## src/rtl/lnkseq_csr_pkg.sv

```systemverilog
package lnkseq_csr_pkg;

    // word indices of the map
    localparam int unsigned REG_SEQ_CTRL = 0;
    localparam int unsigned REG_SEQ_STAT = 1;
    localparam int unsigned REG_AN_CTRL  = 2;
    localparam int unsigned REG_AN_CMD   = 3;
    localparam int unsigned REG_AN_STAT  = 4;
    localparam int unsigned REG_LT_CTRL  = 5;
    localparam int unsigned REG_LT_CMD   = 6;
    localparam int unsigned NUM_REGS     = 7;

    // sequencer control bit positions
    localparam int unsigned SC_RESET    = 0;
    localparam int unsigned SC_AN_TMR   = 1;
    localparam int unsigned SC_LF_TMR   = 2;
    localparam int unsigned SC_FAIL_BER = 3;
    localparam int unsigned SC_MODE_LO  = 4;
    localparam int unsigned SC_CAL      = 8;
    localparam int unsigned SC_FEC_EN   = 16;
    localparam int unsigned SC_FEC_ERR  = 17;
    localparam int unsigned SC_FEC_REQ  = 18;

    // sequencer status bit positions
    localparam int unsigned SS_LINK     = 0;
    localparam int unsigned SS_AN_TO    = 1;
    localparam int unsigned SS_LT_TO    = 2;
    localparam int unsigned SS_MODE_LO  = 8;

    // negotiation control bit positions
    localparam int unsigned AC_EN       = 0;
    localparam int unsigned AC_BASE     = 1;
    localparam int unsigned AC_NEXT     = 2;
    localparam int unsigned AC_RF       = 3;

    // negotiation command bit positions
    localparam int unsigned AK_RESET    = 0;
    localparam int unsigned AK_TX_RST   = 4;
    localparam int unsigned AK_NP       = 8;

    // negotiation status bit positions
    localparam int unsigned AS_PAGE     = 1;
    localparam int unsigned AS_DONE     = 2;
    localparam int unsigned AS_RF       = 3;
    localparam int unsigned AS_IDLE     = 4;
    localparam int unsigned AS_LINK     = 6;

    // training bit positions
    localparam int unsigned LC_EN       = 0;
    localparam int unsigned LK_RESTART  = 0;

    // pulse channel indices
    localparam int unsigned PL_SEQ      = 0;
    localparam int unsigned PL_AN_RST   = 1;
    localparam int unsigned PL_AN_TX    = 2;
    localparam int unsigned PL_AN_NP    = 3;
    localparam int unsigned PL_LT       = 4;
    localparam int unsigned NUM_PULSE   = 5;

    // sticky status indices
    localparam int unsigned ST_AN_TO    = 0;
    localparam int unsigned ST_PAGE     = 1;
    localparam int unsigned ST_RF       = 2;
    localparam int unsigned ST_LINK     = 3;
    localparam int unsigned NUM_STICKY  = 4;

    localparam int unsigned MODE_W      = 4;
    localparam int unsigned RCFG_W      = 6;

    typedef enum logic [MODE_W-1:0] {
        MODE_NONE      = 4'b0000,
        MODE_GBE       = 4'b0001,
        MODE_XAUI      = 4'b0010,
        MODE_10G_R     = 4'b0100,
        MODE_10G_BP    = 4'b0101,
        MODE_10G_BPFEC = 4'b1100
    } mode_e;

    function automatic logic mode_is_legal(input logic [MODE_W-1:0] code);
        case (code)
            MODE_NONE, MODE_GBE, MODE_XAUI,
            MODE_10G_R, MODE_10G_BP, MODE_10G_BPFEC: return 1'b1;
            default:                                 return 1'b0;
        endcase
    endfunction

endpackage

```

## src/rtl/lnkseq_csr_dec.sv

```systemverilog
module lnkseq_csr_dec #(
    parameter int unsigned ADDR_W   = 8,
    parameter int unsigned NUM_REGS = 7
) (
    input  logic [ADDR_W-1:0]   addr_i,
    input  logic                wr_i,
    input  logic                rd_i,
    output logic [NUM_REGS-1:0] wr_sel_o,
    output logic [NUM_REGS-1:0] rd_sel_o
);

    logic [NUM_REGS-1:0] hit;

    for (genvar i = 0; i < NUM_REGS; i++) begin : g_hit
        assign hit[i]      = (addr_i == ADDR_W'(i));
        assign wr_sel_o[i] = wr_i && hit[i];
        assign rd_sel_o[i] = rd_i && hit[i];
    end

endmodule

```

## src/rtl/lnkseq_csr_pulse.sv

```systemverilog
module lnkseq_csr_pulse #(
    parameter int unsigned N = 5
) (
    input  logic         clk,
    input  logic         rst_n,
    input  logic [N-1:0] fire_i,
    output logic [N-1:0] pulse_o
);

    typedef struct packed {
        logic [N-1:0] p;
    } pulse_t;

    pulse_t st_d, st_q;

    always_comb begin
        st_d   = st_q;
        st_d.p = fire_i;
    end

    always_ff @(posedge clk or negedge rst_n) begin
        if (!rst_n) begin
            st_q <= '0;
        end else begin
            st_q <= st_d;
        end
    end

    assign pulse_o = st_q.p;

endmodule

```

## src/rtl/lnkseq_csr_sticky.sv

```systemverilog
module lnkseq_csr_sticky #(
    parameter int unsigned N = 4
) (
    input  logic         clk,
    input  logic         rst_n,
    input  logic [N-1:0] set_i,
    input  logic [N-1:0] clr_i,
    output logic [N-1:0] flag_o
);

    typedef struct packed {
        logic [N-1:0] f;
    } sticky_t;

    sticky_t st_d, st_q;

    always_comb begin
        st_d = st_q;
        for (int i = 0; i < N; i++) begin
            if (set_i[i]) begin
                st_d.f[i] = 1'b1;
            end else if (clr_i[i]) begin
                st_d.f[i] = 1'b0;
            end
        end
    end

    always_ff @(posedge clk or negedge rst_n) begin
        if (!rst_n) begin
            st_q <= '0;
        end else begin
            st_q <= st_d;
        end
    end

    assign flag_o = st_q.f;

endmodule

```

## src/rtl/lnkseq_csr.sv

```systemverilog
module lnkseq_csr
    import lnkseq_csr_pkg::*;
#(
    parameter int unsigned ADDR_W     = 8,
    parameter int unsigned DATA_W     = 32,
    parameter bit          FEC_EN_RST = 1'b0
) (
    input  logic                 clk,
    input  logic                 rst_n,
    input  logic [ADDR_W-1:0]    bus_addr,
    input  logic                 bus_wr,
    input  logic                 bus_rd,
    input  logic [DATA_W-1:0]    bus_wdata,
    output logic [DATA_W-1:0]    bus_rdata,
    output logic                 bus_rvalid,
    input  logic                 seq_link_ready_i,
    input  logic                 seq_lt_timeout_i,
    input  logic [5:0]           seq_reconfig_mode_i,
    input  logic                 an_timeout_evt_i,
    input  logic                 an_restart_i,
    input  logic                 an_page_rx_evt_i,
    input  logic                 an_rf_adv_evt_i,
    input  logic                 an_link_up_evt_i,
    input  logic                 an_complete_i,
    input  logic                 an_rx_idle_i,
    output logic                 seq_reset_o,
    output logic [3:0]           mode_force_o,
    output logic                 fec_req_o,
    output logic                 fec_en_o,
    output logic                 fec_err_ind_o,
    output logic                 an_tmr_off_o,
    output logic                 lf_tmr_off_o,
    output logic                 fail_ber_o,
    output logic                 cal_en_o,
    output logic                 an_en_o,
    output logic                 an_user_base_o,
    output logic                 an_user_next_o,
    output logic                 an_local_rf_o,
    output logic                 an_reset_o,
    output logic                 an_tx_restart_o,
    output logic                 an_np_ready_o,
    output logic                 lt_en_o,
    output logic                 lt_restart_o
);

    localparam int unsigned MODE_HI = SC_MODE_LO + MODE_W - 1;
    localparam int unsigned RCFG_HI = SS_MODE_LO + RCFG_W - 1;

    typedef struct packed {
        logic              an_tmr_off;
        logic              lf_tmr_off;
        logic              fail_ber;
        logic [MODE_W-1:0] mode_field;
        logic              cal_en;
        logic              fec_en;
        logic              fec_err_ind;
        logic              fec_req_field;
        logic              an_en;
        logic              an_user_base;
        logic              an_user_next;
        logic              an_local_rf;
        logic              lt_en;
        logic [MODE_W-1:0] mode_applied;
        logic              fec_req_applied;
        logic              rvalid;
        logic [DATA_W-1:0] rdata;
    } regs_t;

    regs_t r_d, r_q;

    logic [NUM_REGS-1:0]   wr_sel;
    logic [NUM_REGS-1:0]   rd_sel;
    logic [NUM_PULSE-1:0]  pulse_fire;
    logic [NUM_PULSE-1:0]  pulse_out;
    logic [NUM_STICKY-1:0] stk_set;
    logic [NUM_STICKY-1:0] stk_clr;
    logic [NUM_STICKY-1:0] stk_flag;
    logic [DATA_W-1:0]     reg_word [NUM_REGS];
    logic [DATA_W-1:0]     rd_word;
    logic                  stat_an_to;
    logic                  unused_wdata;

    assign unused_wdata = ^bus_wdata;

    // address decode
    lnkseq_csr_dec #(
        .ADDR_W   (ADDR_W),
        .NUM_REGS (NUM_REGS)
    ) u_dec (
        .addr_i   (bus_addr),
        .wr_i     (bus_wr),
        .rd_i     (bus_rd),
        .wr_sel_o (wr_sel),
        .rd_sel_o (rd_sel)
    );

    // self-clearing command bits
    always_comb begin
        pulse_fire            = '0;
        pulse_fire[PL_SEQ]    = wr_sel[REG_SEQ_CTRL] && bus_wdata[SC_RESET];
        pulse_fire[PL_AN_RST] = wr_sel[REG_AN_CMD]   && bus_wdata[AK_RESET];
        pulse_fire[PL_AN_TX]  = wr_sel[REG_AN_CMD]   && bus_wdata[AK_TX_RST];
        pulse_fire[PL_AN_NP]  = wr_sel[REG_AN_CMD]   && bus_wdata[AK_NP];
        pulse_fire[PL_LT]     = wr_sel[REG_LT_CMD]   && bus_wdata[LK_RESTART];
    end

    lnkseq_csr_pulse #(
        .N       (NUM_PULSE)
    ) u_pulse (
        .clk     (clk),
        .rst_n   (rst_n),
        .fire_i  (pulse_fire),
        .pulse_o (pulse_out)
    );

    // latched status: set beats clear
    always_comb begin
        stk_set           = '0;
        stk_clr           = '0;
        stk_set[ST_AN_TO] = an_timeout_evt_i;
        stk_clr[ST_AN_TO] = an_restart_i;
        stk_set[ST_PAGE]  = an_page_rx_evt_i;
        stk_clr[ST_PAGE]  = rd_sel[REG_AN_STAT];
        stk_set[ST_RF]    = an_rf_adv_evt_i;
        stk_clr[ST_RF]    = rd_sel[REG_AN_STAT];
        stk_set[ST_LINK]  = an_link_up_evt_i;
        stk_clr[ST_LINK]  = rd_sel[REG_AN_STAT];
    end

    lnkseq_csr_sticky #(
        .N      (NUM_STICKY)
    ) u_sticky (
        .clk    (clk),
        .rst_n  (rst_n),
        .set_i  (stk_set),
        .clr_i  (stk_clr),
        .flag_o (stk_flag)
    );

    assign stat_an_to = stk_flag[ST_AN_TO];

    // assemble readable words
    always_comb begin
        for (int i = 0; i < NUM_REGS; i++) begin
            reg_word[i] = '0;
        end
        reg_word[REG_SEQ_CTRL][SC_AN_TMR]          = r_q.an_tmr_off;
        reg_word[REG_SEQ_CTRL][SC_LF_TMR]          = r_q.lf_tmr_off;
        reg_word[REG_SEQ_CTRL][SC_FAIL_BER]        = r_q.fail_ber;
        reg_word[REG_SEQ_CTRL][MODE_HI:SC_MODE_LO] = r_q.mode_field;
        reg_word[REG_SEQ_CTRL][SC_CAL]             = r_q.cal_en;
        reg_word[REG_SEQ_CTRL][SC_FEC_EN]          = r_q.fec_en;
        reg_word[REG_SEQ_CTRL][SC_FEC_ERR]         = r_q.fec_err_ind;
        reg_word[REG_SEQ_CTRL][SC_FEC_REQ]         = r_q.fec_req_field;

        reg_word[REG_SEQ_STAT][SS_LINK]            = seq_link_ready_i;
        reg_word[REG_SEQ_STAT][SS_AN_TO]           = stk_flag[ST_AN_TO];
        reg_word[REG_SEQ_STAT][SS_LT_TO]           = seq_lt_timeout_i;
        reg_word[REG_SEQ_STAT][RCFG_HI:SS_MODE_LO] = seq_reconfig_mode_i;

        reg_word[REG_AN_CTRL][AC_EN]               = r_q.an_en;
        reg_word[REG_AN_CTRL][AC_BASE]             = r_q.an_user_base;
        reg_word[REG_AN_CTRL][AC_NEXT]             = r_q.an_user_next;
        reg_word[REG_AN_CTRL][AC_RF]               = r_q.an_local_rf;

        reg_word[REG_AN_STAT][AS_PAGE]             = stk_flag[ST_PAGE];
        reg_word[REG_AN_STAT][AS_DONE]             = an_complete_i;
        reg_word[REG_AN_STAT][AS_RF]               = stk_flag[ST_RF];
        reg_word[REG_AN_STAT][AS_IDLE]             = an_rx_idle_i;
        reg_word[REG_AN_STAT][AS_LINK]             = stk_flag[ST_LINK];

        reg_word[REG_LT_CTRL][LC_EN]               = r_q.lt_en;
    end

    // one-hot read mux; unmapped addresses select nothing
    always_comb begin
        rd_word = '0;
        for (int i = 0; i < NUM_REGS; i++) begin
            if (rd_sel[i]) begin
                rd_word = rd_word | reg_word[i];
            end
        end
    end

    // next-state computation
    always_comb begin
        r_d = r_q;

        if (wr_sel[REG_SEQ_CTRL]) begin
            r_d.an_tmr_off    = bus_wdata[SC_AN_TMR];
            r_d.lf_tmr_off    = bus_wdata[SC_LF_TMR];
            r_d.fail_ber      = bus_wdata[SC_FAIL_BER];
            r_d.cal_en        = bus_wdata[SC_CAL];
            r_d.fec_en        = bus_wdata[SC_FEC_EN];
            r_d.fec_err_ind   = bus_wdata[SC_FEC_ERR];
            r_d.fec_req_field = bus_wdata[SC_FEC_REQ];
            if (mode_is_legal(bus_wdata[MODE_HI:SC_MODE_LO])) begin
                r_d.mode_field = bus_wdata[MODE_HI:SC_MODE_LO];
            end
        end

        if (wr_sel[REG_AN_CTRL]) begin
            r_d.an_en        = bus_wdata[AC_EN];
            r_d.an_user_base = bus_wdata[AC_BASE];
            r_d.an_user_next = bus_wdata[AC_NEXT];
            r_d.an_local_rf  = bus_wdata[AC_RF];
        end

        if (wr_sel[REG_LT_CTRL]) begin
            r_d.lt_en = bus_wdata[LC_EN];
        end

        // configuration reaches the sequencer only through its reset pulse
        if (pulse_out[PL_SEQ]) begin
            r_d.mode_applied    = r_q.mode_field;
            r_d.fec_req_applied = r_q.fec_req_field;
        end

        r_d.rvalid = bus_rd;
        r_d.rdata  = bus_rd ? rd_word : '0;
    end

    always_ff @(posedge clk or negedge rst_n) begin
        if (!rst_n) begin
            r_q        <= '0;
            r_q.an_en  <= 1'b1;
            r_q.lt_en  <= 1'b1;
            r_q.fec_en <= FEC_EN_RST;
        end else begin
            r_q <= r_d;
        end
    end

    assign bus_rdata       = r_q.rdata;
    assign bus_rvalid      = r_q.rvalid;
    assign seq_reset_o     = pulse_out[PL_SEQ];
    assign an_reset_o      = pulse_out[PL_AN_RST];
    assign an_tx_restart_o = pulse_out[PL_AN_TX];
    assign an_np_ready_o   = pulse_out[PL_AN_NP];
    assign lt_restart_o    = pulse_out[PL_LT];
    assign mode_force_o    = r_q.mode_applied;
    assign fec_req_o       = r_q.fec_req_applied;
    assign fec_en_o        = r_q.fec_en;
    assign fec_err_ind_o   = r_q.fec_err_ind;
    assign an_tmr_off_o    = r_q.an_tmr_off;
    assign lf_tmr_off_o    = r_q.lf_tmr_off;
    assign fail_ber_o      = r_q.fail_ber;
    assign cal_en_o        = r_q.cal_en;
    assign an_en_o         = r_q.an_en;
    assign an_user_base_o  = r_q.an_user_base;
    assign an_user_next_o  = r_q.an_user_next;
    assign an_local_rf_o   = r_q.an_local_rf;
    assign lt_en_o         = r_q.lt_en;

endmodule

```

## config.mk

```make
export PLATFORM = sky130hd
export DESIGN_NAME = lnkseq_csr
export DESIGN_NICKNAME = d
export VERILOG_FILES = /design/src/rtl/lnkseq_csr_pkg.sv /design/src/rtl/lnkseq_csr_dec.sv /design/src/rtl/lnkseq_csr_pulse.sv /design/src/rtl/lnkseq_csr_sticky.sv /design/src/rtl/lnkseq_csr.sv
export SDC_FILE = /design/constraint.sdc
export NUM_CORES = 1
export LEC_CHECK = 0
export BUFFER_PORTS_ARGS = -buffer_cell sky130_fd_sc_hd__buf_2
export CAP_MARGIN = 40
export CORE_AREA = 10 10 87 89
export DETAILED_ROUTE_END_ITERATION = 10
export DIE_AREA = 0 0 97 99
export PLACE_DENSITY = 0.67
export SLEW_MARGIN = 10
export SYNTH_ARGS = -nofsm -noshare
export SYNTH_HDL_FRONTEND = slang
export SYNTH_SLANG_ARGS = --single-unit
```

## constraint.sdc

```tcl
create_clock -name clk -period 1.1 [get_ports clk]
set_input_delay 0.11 -clock clk [delete_from_list [all_inputs] [get_ports clk]]
set_output_delay 0.11 -clock clk [all_outputs]
set_load 0.02 [all_outputs]
```

==> out/metrics.yaml <==
clock_tree:
  root_buffer: "clkbuf_8"
  clk_latency_ps: 300
  cts-buffers-inserted: 5
  cts_max_level: 2
  clk_pin_slew_ps: 80
  cts_buffer_depth: 2
  clock_sinks: 48
  cts_tree: "built"
timing:
  period_needed_ps: 1095
  max_freq_mhz: 913.3
  setup_slack_ps: 5.050
  fin_worst_skew_ps: 6.132
  finalSetupViolations: 0
  hold_viol_final: 0
  rsz0062_at_grt: "yes"
  post-route-period-util: 0.9954
  setup_tns_ps: 0
  slew_violations: 0
synthesis:
  syn_area_mm2: 0.002302
  ys.flop_type: "dfrtp_1"
  synth_cell_types: 38
  synth.top_cells.by_area: "dfrtp_1 (50%), buf_4 (12%), mux2_4 (5.2%), mux2_2 (4.9%), mux2i_1 (2.6%)"
  ys_ff_latch: 48
  async_flop_share: 1.000
  syn_area_per_cell_um2: 11.93
  synth_top_area_frac: 0.5000
  yosysTopAreaCell: "dfrtp_1"
  synth-edff-count: 0
  ys_seq_area_frac: 0.5228
  yosys_warnings: 0
  netlist_instances: 193
routing:
  drt-initial-drc-count: 52
  top_layer_used: "met4"
  vias_per_cell: 4.698
  wl_per_cell_um: 16.95
  drc: 0
  routed_wl_um: 5899
  vias: 1635
  dr_wl_met3_um: 484
  ant_nets: 0
  wl_met2_um: 2646
  met1_length_um: 2694
  drt_first_pass_iters: 4
power_and_ir_drop:
  finalPower_mw: 3.271
  p_clk_frac: 0.314
  pwr-share-comb: 0.129
  leakage_nw: 1.549
  ir_drop_mv: 0.4503
  intPower_mw: 2.421
  sw_frac_of_total: 0.2597
  power.density_mw_per_mm2: 1163
  seqPwrFrac: 0.557
  total_switching_power_mw: 0.8496
worst_setup_path:
  r2r-start: "lf_tmr_off_o$_DFFE_PN0P_"
  cp.buffers_inverters: 1
  critPathArrivalTime_ps: 980
  crit_chain: "buf_6"
  path_max_fanout: 2
  cp.required_ps: 990
  worstSetupStartpointType: "flop"
  cpPeakStageDelay_ps: 560
  cp_top_family: "flip-flops"
  critPathSlowestCell: "dfstp_2"
  end_kind: "output port"
  critPathKind: "reg -> out"
  critPathLaunch: "an_en_o$_DFFE_PN1P_"
global_route:
  track_usage: 0.1238
  grt_max_degree: 20
  grt_pass1_wl_um: 9722
  grt_pass1_vias: 1820
  gr-total-overflow: 0
  antenna_found_initial: 0
run_status:
  status: "finished, final reports clean"
place:
  placed_cell_area_mm2: 0.002646
  hpwl_um: 4785
  preCtsSetupSlack_ps: -294.7
  numPortBuffers: 77
  gp_congestion: 0.8059
floorplan:
  io_pins: 113
  core_area_mm2: 0.005851
  start_util: 0.3935
  die_x_um: 97
  rows: 28
  die-area_mm2: 0.009603
  die_h_um: 99
worst_hold_path:
  hold_path.class: "in -> reg"
  min_from: "seq_reconfig_mode_i[4]"
cells_and_area:
  drive_above_1_share: 0.4799
  final_util: 0.4805
  diodes: 0
  fin_nets: 331
  layout_common_cells: "buf_2 (75), dfrtp_1 (45), buf_4 (17), conb_1 (15)"
  layout_commonest_cell: "buf_2"
  syn2layout_area_growth_pct: 22.12
  fin_area_mm2: 0.002811
flow_run:
  maxCapViolCount: 0
-- area by class of cell --
type | count | area, um2
fill | 573 | 3039
sequential | 48 | 1205
multi-input combinational | 111 | 809.5
timing repair buffer | 100 | 595.6
tap | 75 | 93.84
clock buffer | 6 | 72.57
inverter | 6 | 22.52
clock inverter | 2 | 12.51
-- per-layer routing --
| layer | GRT usage | up-vias |
|---|---|---|
| met5 | 0 | - |
| met4 | 0.04200 | 0 |
| met3 | 0.04749 | 7 |
| met2 | 0.1872 | 71 |
| met1 | 0.1580 | 787 |
| li1 | - | 770 |
-- stage by stage --
step	hold slack [ps]	cells
6_report	9.147	348
5_1_grt	6.973	348
4_1_cts	0.5082	348
3_5_place_dp	52.64	334
3_3_place_gp	57.42	334
2_1_floorplan	-185.6	207
-- registers in the layout, indices dropped and copies added (netlist names) --
name	count
an_en_o	1
an_local_rf_o	1
an_tmr_off_o	1
an_user_base_o	1
an_user_next_o	1
bus_rdata	17
bus_rvalid	1
cal_en_o	1
fail_ber_o	1
fec_en_o	1
fec_err_ind_o	1
fec_req_o	1
lf_tmr_off_o	1
lt_en_o	1
mode_force_o	4
r_q	5
u_pulse.pulse_o	5
u_sticky.flag_o	4
-- kinds of logic after synthesis --
family,count (synthesis),share of synthesized area
mux,24,0.1272
buf+inv,48,0.1522
flops,48,0.5228
compound gates,21,0.06413
simple gates,51,0.1321
other cells,1,0.001629
-- path summary, 6_finish.rpt --
check                                                      end  slack, ps  cells past startpoint
worst max-delay path                                   an_en_o          5                      1
worst min-delay path                   bus_rdata[12]$_DFF_PN0_          9                      2
worst max register to register          bus_rdata[2]$_DFF_PN0_         80                      4
worst min register to register  u_sticky.flag_o[3]$_DFFE_PN0P_        480                      1
max in group asynchronous         u_pulse.pulse_o[0]$_DFF_PN0_        300                      3
min in group asynchronous               bus_rdata[5]$_DFF_PN0_        250                      2
-- power groups by stage --
stage	combinational (mW)	clock, mW	sequential (mW)
final	0.422	1.03	1.82
after global routing	0.468	1.13	1.83
after CTS	0.423	1.06	1.82
after detailed placement	0.401	0	1.86
after global placement	0.396	0	1.86
after floorplan	0.203	0	1.88
-- synth_stat cells (all sizes together) (2+ instances only) --
| cell | number |
|---|---|
| and4 | 2 |
| o22ai | 2 |
| inv | 6 |
| and2 | 9 |
| mux2i | 6 |
| mux2 | 18 |
| nand3 | 2 |
| nor2 | 11 |
| nor2b | 2 |
| a211oi | 2 |
| o21ai | 2 |
| a21o | 4 |
| and3 | 10 |
| a31oi | 5 |
| buf | 42 |
| dfstp | 2 |
| dfrtp | 46 |
| nand2 | 7 |
| nor3 | 3 |
-- what timing repair did --
action | 4_1_cts | 5_1_grt
endpoints found under the hold margin | 19 | 0
cloned | 0 | 0
gates resized for setup | 5 | 3
setup buffers | 1 | 0
hold buffers | 5 | 0
endpoints found under the setup margin | 3 | 16
pin swaps | 0 | 2
No activity file was read; power rests on OpenSTA's default activity.
